[config.mk]
export PLATFORM = sky130hd
export DESIGN_NAME = bsmul_seq
export DESIGN_NICKNAME = d
export VERILOG_FILES = /design/src/rtl/bsmul_pkg.sv /design/src/rtl/bsmul_fsm.sv /design/src/rtl/bsmul_addr.sv /design/src/rtl/bsmul_seq.sv
export SDC_FILE = /design/constraint.sdc
export NUM_CORES = 1
export LEC_CHECK = 0
export BUFFER_PORTS_ARGS = -buffer_cell sky130_fd_sc_hd__clkbuf_2
export CORE_UTILIZATION = 30
export CTS_BUF_LIST = sky130_fd_sc_hd__clkbuf_4
export CTS_CLUSTER_DIAMETER = 60
export CTS_CLUSTER_SIZE = 40
export DETAILED_ROUTE_END_ITERATION = 8
export SLEW_MARGIN = 20
export SYNTH_ARGS = -nofsm -noshare
export SYNTH_HDL_FRONTEND = slang
export SYNTH_HIERARCHICAL = 1
export SYNTH_SLANG_ARGS = --single-unit
[constraint.sdc]
create_clock -name clk -period 5.84 [get_ports clk]
set_clock_uncertainty 0.15 [all_clocks]
set_input_delay 1.168 -clock clk [delete_from_list [all_inputs] [get_ports clk]]
set_output_delay 1.168 -clock clk [all_outputs]
set_load 0.005 [all_outputs]
[src/rtl/bsmul_pkg.sv]
package bsmul_pkg;

    typedef enum logic [2:0] {
        OP_NOP = 3'd0,
        OP_CLR = 3'd1,
        OP_TAG = 3'd2,
        OP_ADD = 3'd3,
        OP_CST = 3'd4
    } cmd_op_t;

    typedef enum logic [2:0] {
        S_IDLE,
        S_CLR,
        S_TAG,
        S_ADD,
        S_CST,
        S_DONE
    } seq_state_t;

    // busy cycles of one run: 2n clears plus n passes of (tag, n adds, carry)
    function automatic int unsigned busy_cycles(input int unsigned n);
        return n * n + 4 * n;
    endfunction

endpackage

[src/rtl/bsmul_fsm.sv]
module bsmul_fsm
    import bsmul_pkg::*;
#(
    parameter int WID_W = 5,
    parameter int CNT_W = 6
) (
    input  logic             clk,
    input  logic             rst_n,
    input  logic             go,
    input  logic [WID_W-1:0] w,
    output logic             idle,
    output logic             busy,
    output logic             done,
    output cmd_op_t          op,
    output logic [CNT_W-1:0] cnt,
    output logic [WID_W-1:0] pass
);

    seq_state_t       state_q, state_d;
    logic [CNT_W-1:0] cnt_q, cnt_d;
    logic [WID_W-1:0] pass_q, pass_d;
    logic [CNT_W-1:0] clr_last, add_last;

    assign clr_last = CNT_W'({w, 1'b0}) - 1'b1;
    assign add_last = CNT_W'(w) - 1'b1;

    always_comb begin
        state_d = state_q;
        cnt_d   = cnt_q;
        pass_d  = pass_q;
        unique case (state_q)
            S_IDLE: begin
                if (go) begin
                    state_d = S_CLR;
                    cnt_d   = '0;
                    pass_d  = '0;
                end
            end
            S_CLR: begin
                if (cnt_q == clr_last) begin
                    state_d = S_TAG;
                    cnt_d   = '0;
                end else begin
                    cnt_d = cnt_q + 1'b1;
                end
            end
            S_TAG: begin
                state_d = S_ADD;
                cnt_d   = '0;
            end
            S_ADD: begin
                if (cnt_q == add_last) state_d = S_CST;
                else                   cnt_d   = cnt_q + 1'b1;
            end
            S_CST: begin
                if (pass_q == w - 1'b1) begin
                    state_d = S_DONE;
                end else begin
                    pass_d  = pass_q + 1'b1;
                    state_d = S_TAG;
                end
            end
            S_DONE:  state_d = S_IDLE;
            default: state_d = S_IDLE;
        endcase
    end

    always_ff @(posedge clk or negedge rst_n) begin
        if (!rst_n) begin
            state_q <= S_IDLE;
            cnt_q   <= '0;
            pass_q  <= '0;
        end else begin
            state_q <= state_d;
            cnt_q   <= cnt_d;
            pass_q  <= pass_d;
        end
    end

    always_comb begin
        idle = 1'b0;
        busy = 1'b0;
        done = 1'b0;
        op   = OP_NOP;
        unique case (state_q)
            S_IDLE: idle = 1'b1;
            S_CLR:  begin busy = 1'b1; op = OP_CLR; end
            S_TAG:  begin busy = 1'b1; op = OP_TAG; end
            S_ADD:  begin busy = 1'b1; op = OP_ADD; end
            S_CST:  begin busy = 1'b1; op = OP_CST; end
            S_DONE: done = 1'b1;
            default: idle = 1'b0;
        endcase
    end

    assign cnt  = cnt_q;
    assign pass = pass_q;

    a_r1_busy_after_go: assert property (@(posedge clk) disable iff (!rst_n)
        $rose(busy) |-> $past(go));

    a_r2_clear_first: assert property (@(posedge clk) disable iff (!rst_n)
        $rose(busy) |-> op == OP_CLR);

    a_r4_tag_then_add: assert property (@(posedge clk) disable iff (!rst_n)
        op == OP_TAG |=> op == OP_ADD);

    a_r5_cst_then_tag_or_done: assert property (@(posedge clk) disable iff (!rst_n)
        op == OP_CST |=> (op == OP_TAG || done));

    a_r8_done_single: assert property (@(posedge clk) disable iff (!rst_n)
        done |=> !done);

endmodule

[src/rtl/bsmul_addr.sv]
module bsmul_addr
    import bsmul_pkg::*;
#(
    parameter int ROW_W = 8,
    parameter int WID_W = 5,
    parameter int CNT_W = 6
) (
    input  logic             clk,
    input  logic             rst_n,
    input  cmd_op_t          op,
    input  logic [CNT_W-1:0] cnt,
    input  logic [WID_W-1:0] pass,
    input  logic [WID_W-1:0] w,
    input  logic [ROW_W-1:0] base_a,
    input  logic [ROW_W-1:0] base_b,
    input  logic [ROW_W-1:0] base_p,
    output logic [ROW_W-1:0] src,
    output logic [ROW_W-1:0] dst
);

    logic [ROW_W-1:0] pass_row;

    assign pass_row = base_p + ROW_W'(pass);

    always_comb begin
        src = '0;
        dst = '0;
        unique case (op)
            OP_CLR: dst = base_p + ROW_W'(cnt);
            OP_TAG: src = base_b + ROW_W'(pass);
            OP_ADD: begin
                src = base_a + ROW_W'(cnt);
                dst = pass_row + ROW_W'(cnt);
            end
            OP_CST:  dst = pass_row + ROW_W'(w);
            default: src = '0;
        endcase
    end

    a_r4_add_walk: assert property (@(posedge clk) disable iff (!rst_n)
        (op == OP_ADD && $past(op) == OP_ADD) |->
            (src == ROW_W'($past(src) + 1'b1) && dst == ROW_W'($past(dst) + 1'b1)));

    a_r5_carry_row: assert property (@(posedge clk) disable iff (!rst_n)
        (op == OP_CST && $past(op) == OP_ADD) |-> dst == ROW_W'($past(dst) + 1'b1));

    a_r11_idle_fields: assert property (@(posedge clk) disable iff (!rst_n)
        op == OP_NOP |-> (src == '0 && dst == '0));

endmodule

[src/rtl/bsmul_seq.sv]
module bsmul_seq
    import bsmul_pkg::*;
#(
    parameter int MAX_W = 16,
    parameter int ROW_W = 8,
    parameter int WID_W = $clog2(MAX_W + 1)
) (
    input  logic             clk,
    input  logic             rst_n,
    input  logic             start,
    input  logic [WID_W-1:0] width,
    input  logic [ROW_W-1:0] base_a,
    input  logic [ROW_W-1:0] base_b,
    input  logic [ROW_W-1:0] base_p,
    output logic             busy,
    output logic             done,
    output logic [2:0]       cmd_op,
    output logic [ROW_W-1:0] cmd_src,
    output logic [ROW_W-1:0] cmd_dst
);

    localparam int CNT_W = $clog2(2 * MAX_W) + 1;
    localparam int CYC_W = $clog2(MAX_W * MAX_W + 4 * MAX_W + 1);

    logic             idle, go, width_ok;
    logic [WID_W-1:0] w_q;
    logic [ROW_W-1:0] a_q, b_q, p_q;
    logic [CNT_W-1:0] cnt;
    logic [WID_W-1:0] pass;
    logic [CYC_W-1:0] cyc_q;
    cmd_op_t          op;

    assign width_ok = (width >= WID_W'(2)) && (width <= WID_W'(MAX_W));
    assign go       = start && idle && width_ok;

    always_ff @(posedge clk or negedge rst_n) begin
        if (!rst_n) begin
            w_q <= WID_W'(2);
            a_q <= '0;
            b_q <= '0;
            p_q <= '0;
        end else if (go) begin
            w_q <= width;
            a_q <= base_a;
            b_q <= base_b;
            p_q <= base_p;
        end
    end

    always_ff @(posedge clk or negedge rst_n) begin
        if (!rst_n)    cyc_q <= '0;
        else if (go)   cyc_q <= '0;
        else if (busy) cyc_q <= cyc_q + 1'b1;
    end

    bsmul_fsm #(.WID_W(WID_W), .CNT_W(CNT_W)) u_fsm (
        .clk  (clk),
        .rst_n(rst_n),
        .go   (go),
        .w    (w_q),
        .idle (idle),
        .busy (busy),
        .done (done),
        .op   (op),
        .cnt  (cnt),
        .pass (pass)
    );

    bsmul_addr #(.ROW_W(ROW_W), .WID_W(WID_W), .CNT_W(CNT_W)) u_addr (
        .clk   (clk),
        .rst_n (rst_n),
        .op    (op),
        .cnt   (cnt),
        .pass  (pass),
        .w     (w_q),
        .base_a(a_q),
        .base_b(b_q),
        .base_p(p_q),
        .src   (cmd_src),
        .dst   (cmd_dst)
    );

    assign cmd_op = op;

    a_r8_cycle_count: assert property (@(posedge clk) disable iff (!rst_n)
        done |-> cyc_q == CYC_W'(busy_cycles(32'(w_q))));

    a_r9_no_restart: assert property (@(posedge clk) disable iff (!rst_n)
        (busy && $past(busy)) |-> $stable(w_q));

    a_r10_bad_width_idle: assert property (@(posedge clk) disable iff (!rst_n)
        (idle && start && !width_ok) |=> !busy);

endmodule

==> summary.md <==
| Metric | Value |
|---|---|
| MaxCap Viol Count | 0 |
| WP data arrival | around 4200 ps |
| Primary FF master, synth | sky130_fd_sc_hd__dfrtp_1 |
| Max Buffers Root-to-Sink | 2 |
| Setup TNS | 0 ps |
| Worst slew slack as a fraction of its limit | between 50% and 60% |
| Ratio of cells with drive above 1 in the final layout | about a quarter |
| Number of hold violations in the final report | 0 |
| Count of TritonRoute iterations in the first routing pass | 4 |
| Leading cell types in the layout, fill and taps excluded | sky130_fd_sc_hd__clkbuf_2, sky130_fd_sc_hd__dfrtp_1, sky130_fd_sc_hd__mux2_2 |
| Xor and xnor area share after synthesis | roughly a tenth |
| Residual DRC count | 0 |
| Cell-by-cell trace of the critical path | nor2_2 -> nand2_1 -> inv_1 -> nor3b_4 -> mux2_2 -> ha_1 -> fa_1 -> a211oi_1 -> o21bai_1 -> a21oi_1 -> o21ai_0 -> nor2b_1 -> o22ai_1 -> clkbuf_2 |
| Routed vias | between 3000 and 4000 |
| Number of filler instances in the final layout | about 1200 |
| Global-route wire length before repair | about 16000 µm |
| Multiplexer area fraction after synthesis | about a tenth |
| Layout-stage area growth over the synthesis result | 13.3% |
| Worst r2r src | u_fsm/state_q[1]$_DFFE_PN0P_ |
| Cell accounting for the most synthesized area | sky130_fd_sc_hd__dfrtp_1 |
| Worst setup slack for register-to-register paths | approximately 2400 ps |
| Die W | between 100 and 150 µm |
| Measured slew at the worst slew-check pin | 630 ps |
| Total setup violations reported at the end of the flow | 0 |
| Syn Inst Count | around 390 |
| Number of antenna-violating nets in the routed design | 0 |
| Core area | about 12000 µm² |
| Via count of the first global-routing pass | roughly 3200 |
| Path type of the worst setup path | reg -> out |
| Dominant combinational cell family by area after synthesis | compound AO/OA/AOI/OAI gates |
| Post-cts hold buffer count | 0 |
| Largest net degree at the start of global routing | 44 |
| Compound-Gate Fraction of Synth Area | a little under a fifth |
| Number of synthesized flops with an enable pin | 0 |
| CP max stage delay | 550 ps |
| Peak supply drop | between 200 and 250 µV |
| Worst path required time | 4520 ps |
| # clock sinks | 43 |
| Ranking of synthesized cells by area | sky130_fd_sc_hd__dfrtp_1, sky130_fd_sc_hd__ha_1, sky130_fd_sc_hd__mux2_2 |
| Avg Vias per Cell | just over 5 |
| CTS Root Cell | sky130_fd_sc_hd__clkbuf_4 |
| Final Cell Area | ~4300 µm² |
| Violation count after the first detailed-route iteration | between 200 and 250 |
| Post-detailed-placement half-perimeter wirelength | 7460 µm |
| H-tree levels | 2 |
| Count of pins on the block boundary | 53 |
| TritonCTS clock tree | yes |
| HP Start | b_q[2]$_DFFE_PN0P_ |
| Async set or reset register ratio after synthesis | 100% |
| Minimum clock period | 5480 ps |
| Antenna violations before repair | 0 |
| Congestion Overflow GR | 0 |
| Area taken by multi-input logic gates | ~2600 µm² |
| Sequential area share after synthesis | between 20% and 30% |
| Total Routing Usage GR | around 16% |
| Leading cell type in the layout, fill and taps excluded | sky130_fd_sc_hd__clkbuf_2 |
| Startpoint types | register |
| Clock buffer count from CTS | 5 |
| PD cells | 567 nW/µm² |
| Critical path fanouts, max | 13 |
| Number of nets produced by synthesis | 460 |
| Leakage power | 1.87 nW |
| HP Class | reg -> reg |
| Initial cell density of the core | a little under a third |
| Post-synthesis sequential element count | between 40 and 50 |
| Final GP Congestion | roughly 0.87 |
| Mean cell area of the mapped netlist | 9.67 µm² |
| Synth Cell Area | around 3800 µm² |
| Number of buffers and inverters on the critical path | 2 |
| Maximum clock rate | ~0.18 GHz |
| Number of different library cells in the post-synthesis netlist | 63 |
| Number of nets in the finished design | roughly 500 |
| Count of synthesis-stage warnings from yosys | 6 |
| Worst-skew pair later-pin latency | ~360 ps |
| Routed wire length | roughly 10000 µm |
| Synthesized-area fraction occupied by and/or/nand/nor cells | ~15% |
| Vert. Die Dim | approximately 110 µm |
| RSZ-0062 raised after global routing | no |
| Total of buffers placed on input and output ports | 52 |
| Clock input transition at the sequential cells of the worst setup and hold paths | about 150 ps |
| Top cell family by delay on the critical path | simple AND/OR/NAND/NOR gates |
| DP Area | about 4200 µm² |
| Kind of end point of the critical path | output pin |
| Register area | approximately 1100 µm² |
| Max-slew violation count | 0 |
| Run status | complete, no violations |
| Top cell type's share of synthesized area | 27.7% |
| Synthesized-area fraction occupied by adder cells | between 10% and 20% |
| Post-layout worst setup margin | 363 ps |
| Antenna diode instance count | 0 |
| Crit-path slowest cell | sky130_fd_sc_hd__dfrtp_1 |
| Critical Path Start | u_fsm/state_q[1]$_DFFE_PN0P_ |
| Routed length per instance | about 16 µm |
| Row cnt | 40 |
| Worst setup slack before clock tree synthesis | 678 ps |
| Period utilisation layout | around 94% |
| Total die area | approximately 13000 µm² |
## worst reg2reg max path: stages, from the launching register on
cell,delay (ps)
sky130_fd_sc_hd__dfrtp_1,550
sky130_fd_sc_hd__nor3_1,560
sky130_fd_sc_hd__nand2_1,200
sky130_fd_sc_hd__a211oi_4,190
sky130_fd_sc_hd__buf_4,410
sky130_fd_sc_hd__nor3_1,170
sky130_fd_sc_hd__or4b_2,680
sky130_fd_sc_hd__or3_1,320
sky130_fd_sc_hd__a21oi_1,140
## per-stage QoR
stage / utilization (%) / power, mW / instances / hold WS, ps
6_report: 35.3 / 2.43 / 605 / 395
5_1_grt: 35.3 / 2.66 / 605 / 422
4_1_cts: 35.2 / 2.44 / 605 / 399
3_3_place_gp: 34.3 / 2.13 / 597 / 358
2_1_floorplan: - / 1.78 / 392 / 329
3_5_place_dp: 34.3 / 2.17 / 597 / 366
## final timing paths
check                                           end  cells past startpoint
setup / recovery                         cmd_dst[6]                     14
hold / removal                   b_q[2]$_DFFE_PN0P_                      1
setup reg to reg           u_fsm/cnt[4]$_DFFE_PN0P_                      8
hold reg to reg                  b_q[2]$_DFFE_PN0P_                      1
max in group asynchronous        w_q[1]$_DFFE_PN1P_                      1
min in group asynchronous        b_q[7]$_DFFE_PN0P_                      1
## repair_timing
| item | 4_1_cts | 5_1_grt |
|---|---|---|
| endpoints found under the setup margin | 0 | 1 |
| resized for setup | 0 | 2 |
| buffers inserted | 0 | 0 |
## synth_stat cells (3+ instances only)
cell	number
sky130_fd_sc_hd__o21a_1	5
sky130_fd_sc_hd__dfrtp_1	42
sky130_fd_sc_hd__nand3_1	5
sky130_fd_sc_hd__nand2_1	19
sky130_fd_sc_hd__o21bai_1	3
sky130_fd_sc_hd__buf_6	5
sky130_fd_sc_hd__nor3b_1	5
sky130_fd_sc_hd__and2_1	4
sky130_fd_sc_hd__xnor2_1	27
sky130_fd_sc_hd__nand2b_1	6
sky130_fd_sc_hd__a21o_1	9
sky130_fd_sc_hd__a22o_1	7
sky130_fd_sc_hd__o32ai_1	3
sky130_fd_sc_hd__fa_1	5
sky130_fd_sc_hd__a21oi_1	18
sky130_fd_sc_hd__nor3_1	8
sky130_fd_sc_hd__a211oi_1	8
sky130_fd_sc_hd__clkbuf_1	9
sky130_fd_sc_hd__xor2_1	16
sky130_fd_sc_hd__inv_1	13
sky130_fd_sc_hd__or4_1	3
sky130_fd_sc_hd__ha_1	31
sky130_fd_sc_hd__o21ai_0	17
sky130_fd_sc_hd__nor2b_1	6
sky130_fd_sc_hd__or3_1	3
sky130_fd_sc_hd__o22ai_1	10
sky130_fd_sc_hd__nor2_1	24
sky130_fd_sc_hd__nor4_1	3
sky130_fd_sc_hd__nand4_1	4
sky130_fd_sc_hd__mux2_2	32
## routing by layer
| metal | vias to the layer above | share of wire [%] | GRT usage [%] |
|---|---|---|---|
| li1 | 1544 | - | - |
| met1 | 1512 | 47 | 22.0 |
| met2 | 76 | 47 | 26.9 |
| met3 | 7 | 4.8 | 2.22 |
| met4 | 0 | 0.85 | 3.72 |
| met5 | - | 0 | 0 |
## sequential cells by signal, indices dropped and copies added (netlist names)
signal and count:
p_q 8, u_fsm/state_q 3, b_q 8, u_fsm/cnt 6, a_q 8, u_fsm/pass 5
w_q 5
## cell families (layout without fill, tap and decap cells)
kind of cell	after synthesis	count (layout)
fa+ha+maj	36	36
flops	43	43
compound gates	102	102
xor+xnor	44	44
mux	35	35
buf+inv	29	74
simple gates	103	103
## area by class of cell
| class | instances | share of cell area, % |
|---|---|---|
| Tap cell | 168 | 4.89 |
| Multi-Input combinational cell | 320 | 60.1 |
| Sequential cell | 43 | 25.1 |
| Timing Repair Buffer | 53 | 6.29 |
| Clock inverter | 3 | 1.66 |
| Inverter | 13 | 1.14 |
| Clock buffer | 5 | 0.874 |
## power by group
group	switching (mW)	internal (mW)
Sequential	0.227	0.428
Clock	0.112	0.136
Combinational	0.780	0.751
Total	1.12	1.32
(Power assumes the default switching activity.)
